==> src/rtl/xmem_pkg.sv <==
package xmem_pkg;

    typedef enum logic [1:0] {
        ST_IDLE    = 2'd0,
        ST_SETUP   = 2'd1,
        ST_STROBE  = 2'd2,
        ST_RELEASE = 2'd3
    } seq_state_t;

    typedef enum logic [1:0] {
        ACC_FETCH = 2'd0,
        ACC_CODE  = 2'd1,
        ACC_XRD   = 2'd2,
        ACC_XWR   = 2'd3
    } acc_kind_t;

    localparam logic [1:0] MOP_XRD  = 2'b00;
    localparam logic [1:0] MOP_XWR  = 2'b01;
    localparam logic [1:0] MOP_CRD  = 2'b10;
    localparam logic [1:0] MOP_XRD2 = 2'b11;

endpackage

==> src/rtl/xmem_req_select.sv <==
module xmem_req_select
    import xmem_pkg::*;
#(
    parameter int ADDR_W = 16,
    parameter int DATA_W = 8,
    parameter int RPTR_W = 8,
    localparam int PAGE_W = ADDR_W - RPTR_W
) (
    input  logic              fetch_req,
    input  logic [ADDR_W-1:0] fetch_pc,
    input  logic              move_req,
    input  logic [1:0]        move_op,
    input  logic              move_paged,
    input  logic [ADDR_W-1:0] move_dptr,
    input  logic [RPTR_W-1:0] move_rptr,
    input  logic [PAGE_W-1:0] page_hi,
    input  logic [DATA_W-1:0] move_wdata,
    output logic              sel_valid,
    output acc_kind_t         sel_kind,
    output logic [ADDR_W-1:0] sel_addr,
    output logic [DATA_W-1:0] sel_wdata
);

    logic [ADDR_W-1:0] paged_addr;
    acc_kind_t         move_kind;

    generate
        if (PAGE_W > 0) begin : g_paged
            assign paged_addr = {page_hi, move_rptr};
        end else begin : g_flat
            assign paged_addr = move_rptr[ADDR_W-1:0];
        end
    endgenerate

    always_comb begin
        case (move_op)
            MOP_XWR:  move_kind = ACC_XWR;
            MOP_CRD:  move_kind = ACC_CODE;
            default:  move_kind = ACC_XRD;
        endcase
    end

    // Fetch outranks a data move in the same cycle.
    always_comb begin
        sel_valid = fetch_req | move_req;
        sel_wdata = move_wdata;
        if (fetch_req) begin
            sel_kind = ACC_FETCH;
            sel_addr = fetch_pc;
        end else begin
            sel_kind = move_kind;
            if (move_paged && move_kind != ACC_CODE) begin
                sel_addr = paged_addr;
            end else begin
                sel_addr = move_dptr;
            end
        end
    end

endmodule

==> src/rtl/xmem_seq.sv <==
module xmem_seq
    import xmem_pkg::*;
#(
    parameter int ADDR_W = 16,
    parameter int DATA_W = 8
) (
    input  logic              clk,
    input  logic              rst_n,
    input  logic              req_valid,
    input  acc_kind_t         req_kind,
    input  logic [ADDR_W-1:0] req_addr,
    input  logic [DATA_W-1:0] req_wdata,
    input  logic [DATA_W-1:0] ext_rdata,
    output logic              busy,
    output logic [ADDR_W-1:0] ext_addr,
    output logic              psen_n,
    output logic              rd_n,
    output logic              wr_n,
    output logic [DATA_W-1:0] ext_wdata,
    output logic [DATA_W-1:0] rdata,
    output logic              rdata_vld
);

    seq_state_t        state_q, state_d;
    acc_kind_t         kind_q;
    logic [ADDR_W-1:0] addr_q;
    logic [DATA_W-1:0] wdata_q;
    logic [DATA_W-1:0] rdata_q;
    logic              vld_q;
    logic              is_read;

    assign is_read = (kind_q != ACC_XWR);

    always_comb begin
        state_d = state_q;
        unique case (state_q)
            ST_IDLE:    if (req_valid) state_d = ST_SETUP;
            ST_SETUP:   state_d = ST_STROBE;
            ST_STROBE:  state_d = ST_RELEASE;
            ST_RELEASE: state_d = ST_IDLE;
        endcase
    end

    always_ff @(posedge clk) begin
        if (!rst_n) begin
            state_q <= ST_IDLE;
            kind_q  <= ACC_FETCH;
            addr_q  <= '0;
            wdata_q <= '0;
            rdata_q <= '0;
            vld_q   <= 1'b0;
        end else begin
            state_q <= state_d;
            if (state_q == ST_IDLE && req_valid) begin
                kind_q  <= req_kind;
                addr_q  <= req_addr;
                wdata_q <= req_wdata;
            end
            if (state_q == ST_STROBE && is_read) begin
                rdata_q <= ext_rdata;
            end
            vld_q <= (state_q == ST_STROBE) && is_read;
        end
    end

    always_comb begin
        busy      = (state_q != ST_IDLE);
        ext_addr  = addr_q;
        ext_wdata = wdata_q;
        rdata     = rdata_q;
        rdata_vld = vld_q;
        psen_n    = 1'b1;
        rd_n      = 1'b1;
        wr_n      = 1'b1;
        if (state_q == ST_STROBE) begin
            unique case (kind_q)
                ACC_FETCH, ACC_CODE: psen_n = 1'b0;
                ACC_XRD:             rd_n   = 1'b0;
                ACC_XWR:             wr_n   = 1'b0;
            endcase
        end
    end

    // strobes are mutually exclusive
    a_r7_one_strobe: assert property (@(posedge clk) disable iff (!rst_n)
        $countones({~psen_n, ~rd_n, ~wr_n}) <= 1);

    // a strobe is low for one cycle only
    a_r7_strobe_one_cycle: assert property (@(posedge clk) disable iff (!rst_n)
        (!psen_n || !rd_n || !wr_n) |=> (psen_n && rd_n && wr_n));

    // busy lasts exactly three cycles
    a_r7_busy_len: assert property (@(posedge clk) disable iff (!rst_n)
        $rose(busy) |=> busy ##1 busy ##1 !busy);

    // address and write data held during an access
    a_r11_addr_hold: assert property (@(posedge clk) disable iff (!rst_n)
        (busy && $past(busy)) |-> ($stable(ext_addr) && $stable(ext_wdata)));

    // valid follows a read strobe and lasts one cycle
    a_r10_vld_after_read: assert property (@(posedge clk) disable iff (!rst_n)
        rdata_vld |-> $past(!rd_n || !psen_n));

    a_r10_vld_pulse: assert property (@(posedge clk) disable iff (!rst_n)
        rdata_vld |=> !rdata_vld);

endmodule

==> src/rtl/xmem_strobe_ctrl.sv <==
module xmem_strobe_ctrl
    import xmem_pkg::*;
#(
    parameter int ADDR_W = 16,
    parameter int DATA_W = 8,
    parameter int RPTR_W = 8,
    localparam int PAGE_W = ADDR_W - RPTR_W
) (
    input  logic              clk,
    input  logic              rst_n,
    input  logic              fetch_req,
    input  logic [ADDR_W-1:0] fetch_pc,
    input  logic              move_req,
    input  logic [1:0]        move_op,
    input  logic              move_paged,
    input  logic [ADDR_W-1:0] move_dptr,
    input  logic [RPTR_W-1:0] move_rptr,
    input  logic [PAGE_W-1:0] page_hi,
    input  logic [DATA_W-1:0] move_wdata,
    input  logic [DATA_W-1:0] ext_rdata,
    output logic              busy,
    output logic [ADDR_W-1:0] ext_addr,
    output logic              psen_n,
    output logic              rd_n,
    output logic              wr_n,
    output logic [DATA_W-1:0] ext_wdata,
    output logic [DATA_W-1:0] rdata,
    output logic              rdata_vld
);

    logic              sel_valid;
    acc_kind_t         sel_kind;
    logic [ADDR_W-1:0] sel_addr;
    logic [DATA_W-1:0] sel_wdata;

    xmem_req_select #(
        .ADDR_W (ADDR_W),
        .DATA_W (DATA_W),
        .RPTR_W (RPTR_W)
    ) u_select (
        .fetch_req  (fetch_req),
        .fetch_pc   (fetch_pc),
        .move_req   (move_req),
        .move_op    (move_op),
        .move_paged (move_paged),
        .move_dptr  (move_dptr),
        .move_rptr  (move_rptr),
        .page_hi    (page_hi),
        .move_wdata (move_wdata),
        .sel_valid  (sel_valid),
        .sel_kind   (sel_kind),
        .sel_addr   (sel_addr),
        .sel_wdata  (sel_wdata)
    );

    xmem_seq #(
        .ADDR_W (ADDR_W),
        .DATA_W (DATA_W)
    ) u_seq (
        .clk       (clk),
        .rst_n     (rst_n),
        .req_valid (sel_valid),
        .req_kind  (sel_kind),
        .req_addr  (sel_addr),
        .req_wdata (sel_wdata),
        .ext_rdata (ext_rdata),
        .busy      (busy),
        .ext_addr  (ext_addr),
        .psen_n    (psen_n),
        .rd_n      (rd_n),
        .wr_n      (wr_n),
        .ext_wdata (ext_wdata),
        .rdata     (rdata),
        .rdata_vld (rdata_vld)
    );

    // an accepted fetch strobes program-store enable two cycles later
    a_r9_fetch_first: assert property (@(posedge clk) disable iff (!rst_n)
        (!busy && fetch_req) |=> ##1 !psen_n);

    // requests raised while busy start no new setup
    a_r8_held_off: assert property (@(posedge clk) disable iff (!rst_n)
        (busy && $past(busy) && $past(busy, 2)) |=> !busy);

    // no strobe while idle
    a_r1_idle_quiet: assert property (@(posedge clk) disable iff (!rst_n)
        !busy |-> (psen_n && rd_n && wr_n));

endmodule

==> config.mk <==
export PLATFORM = sky130hd
export DESIGN_NAME = xmem_strobe_ctrl
export DESIGN_NICKNAME = d
export VERILOG_FILES = /design/src/rtl/xmem_pkg.sv /design/src/rtl/xmem_req_select.sv /design/src/rtl/xmem_seq.sv /design/src/rtl/xmem_strobe_ctrl.sv
export SDC_FILE = /design/constraint.sdc
export NUM_CORES = 1
export LEC_CHECK = 0
export ABC_AREA = 0
export BUFFER_PORTS_ARGS = -buffer_cell sky130_fd_sc_hd__buf_4
export CAP_MARGIN = 0
export CORE_ASPECT_RATIO = 2
export CORE_MARGIN = 2
export CORE_UTILIZATION = 44
export DETAILED_ROUTE_END_ITERATION = 6
export PLACE_DENSITY = 0.91
export SLEW_MARGIN = 15
export SYNTH_ARGS = -nofsm -noshare
export SYNTH_HDL_FRONTEND = slang
export SYNTH_SLANG_ARGS = --single-unit
==> constraint.sdc <==
create_clock -name clk -period 1.9 [get_ports clk]
set_input_delay 0.38 -clock clk [delete_from_list [all_inputs] [get_ports clk]]
set_output_delay 0.38 -clock clk [all_outputs]
set_load 0.01 [all_outputs]
==> metrics.txt <==
status complete, no violations; clock buffer count from CTS 5; Syn Area/Cell 9.123 um^2; gr busiest metal met2; Primary FF master, synth dfxtp_1; die width 50.99 um; CP Class reg -> out; Final period util 84.31%; switch share 35.67%; input/output buffers 107; num rows 34; GR Util met1 21.16%; Worst Setup End Kind primary output; Synth cell types 30; xor and xnor area share after synthesis 0%; share of layout cells above drive strength 1 45.22%; Reg area 740.7 um^2; Clock Path Buffers 2; Antenna Nets Post-Route 0; slowest CP cell dfxtp_1; mux cell area share after synthesis 0%; vias per cell 5.239; Reg clk slew, reported paths 70 ps; final hold viol count 0; TritonCTS clock tree yes; Setup TNS Final 0 ps; Post-CTS Setup Inserts 0; power density over the cells 1006 mW/mm^2; Total Power 2.851 mW; HPWL Detailed 3941 um; Async SR Flop Fraction 0%; Peak VDD IR 600.7 uV; crit path time final 1602 ps; unrepaired setup endpoints after global routing no; Clk Latency, worst-skew pair 280 ps; # hold bufs at CTS 0; Slew Limit Headroom 63.83%; Psw 1.017 mW; post-CTS sizing 0; first-pass GRT wire length 7948 um; H-tree depth 2; FMAX 624.3 MHz; RR Startpoint u_seq.state_q[0]$_SDFFE_PN0P_; critical path arrival 1220 ps; Max stage delay on crit path 310 ps; area delta synth->final 45.91%; Finish-stage setup viols 0; grt met2 use 36.76%; Combinational Power Share 44.1%; hold_sp move_wdata[6]; Worst Tran Pin Value 540.6 ps; clock tree root driver cell clkbuf_8; Mapped Area 0.001943 mm^2; GR Util met3 3.670%; Clock Power Share 17.9%; commonest non-fill, non-tap cell in the layout buf_4; hold crit path type in -> reg; DRT Pass-1 Iters 4; 1st-iter DRT viols 34; Final Skew 5.719 ps; post-synthesis sequential area ratio 38.12%; Critical Path, Cell by Cell inv_1 -> ha_1 -> inv_2 -> buf_4; most frequent cells in the layout 110 x buf_4, 37 x dfxtp_1, 34 x nand2_1; routed wire length 5006 um; Avg WL per Cell 13.60 um; Setup crit start kind flop; Final Max Slew Viols 0; setup ws final 298.2 ps; Diodes inserted 0; area of the multi-input gates 0.001080 mm^2; initial core utilization 45.22%; largest net degree at the start of global routing 54; CP Data Required Time 1520 ps; Synth Area in Adders 2.576%; register share of total power 38.0%; Syn Nets 288; EDFF count, synth 0; vias 1928; Core ar. 0.004297 mm^2; largest family of logic cells by synthesized area compound AO/OA/AOI/OAI gates; num ports 108; post-synthesis compound-gate area fraction 31.81%; number of global-route vias before repair 1858; placer congestion estimate 0.8159; total grt overflow 0; die area 0.004996 mm^2; Chip Height 97.98 um; pre-CTS setup slack 310.3 ps; P_leak 1.277 nW; Tot GR Track Use 20.48%; DRC viols 0; Ys Warns 0; Synth Register Bits 37; initial antenna violation count 0; crit-path max FO 5; maxcap violations 0; fin nets 388; cell count after synthesis 213; Fill cells 369; Sink Count 37; cell-internal power 1.834 mW; simple-gate portion of the synthesized area 20.80%; Critical Path Source u_seq.state_q[0]$_SDFFE_PN0P_
-- cell usage after synthesis, types with 6 or more instances --
cell      number  area share (%)
and3b_1       16             7.2
o31ai_1        7             2.7
clkbuf_1       6             1.2
nand3_1       17             4.4
nand2_1       34             6.6
dfxtp_1       37              38
a211oi_1       6             2.3
a21boi_0      10             3.9
buf_2          7             1.8
a211oi_2      10             6.4
a21boi_1       9             3.5
o21ai_0       17             4.4
o31ai_2       10             6.4
-- path summary, 6_finish.rpt --
check                               endpoint  slack [ps]  cells past startpoint
max                                     busy         300                      4
max reg2reg  u_seq.ext_addr[10]$_SDFFE_PN0P_         410                      5
min reg2reg  u_seq.ext_wdata[3]$_SDFFE_PN0P_         460                      2
min          u_seq.ext_wdata[6]$_SDFFE_PN0P_         340                      3
-- area by class of cell --
| class | instances | share of cell area [%] |
|---|---|---|
| Clock buffer | 6 | 2.560 |
| Tap cell | 54 | 2.383 |
| Inverter | 5 | 0.6620 |
| Timing Repair Buffer | 111 | 29.83 |
| Sequential cell | 37 | 26.13 |
| Clock inverter | 2 | 0.3530 |
| Multi-Input combinational cell | 153 | 38.08 |
-- worst max-delay path, delay by kind of cell, from the launching register on --
kind | cells | cell delay (ps)
adder cells (fa/ha/maj) | 1 | 310
buffers and inverters | 3 | 310
flip-flops | 1 | 310
-- kinds of logic after synthesis --
| family | Yosys count |
|---|---|
| DFF | 37 |
| buffers and inverters | 23 |
| and+or+nand+nor | 75 |
| AOI/OAI and AO/OA | 74 |
| adders and majority gates | 4 |
-- registers in the layout, summed over array words and instances, names as in the netlist --
register	count
u_seq.ext_wdata	8
u_seq.kind_q	2
u_seq.rdata	8
u_seq.ext_addr	16
u_seq.rdata_vld	1
u_seq.state_q	2
-- through the flow --
step	instance area, um^2	hold slack [ps]	cells	utilization, %
final	2835	338.5	368	65.99
after global routing	2835	338.5	368	65.99
after CTS	2835	330.7	368	65.99
after detailed placement	2753	449.6	360	64.07
after global placement	2753	441.9	360	64.07
after floorplan	1943	475.8	213	-
-- power by group through the flow --
| stage | clock [mW] | combinational [mW] | sequential (mW) |
|---|---|---|---|
| after global placement | 0 | 1.23 | 1.09 |
| after detailed placement | 0 | 1.26 | 1.10 |
| final | 0.511 | 1.26 | 1.08 |
| after global routing | 0.561 | 1.38 | 1.10 |
| after CTS | 0.528 | 1.27 | 1.08 |
| after floorplan | 0 | 0.627 | 1.17 |
-- per-layer routing --
metal / up-vias / wire, um
met3: 12 / 278
met1: 865 / 1845
li1: 971 / -
met4: 0 / 164
met5: - / 0
met2: 80 / 2717
Note: power is estimated with default switching activity, not from simulation.
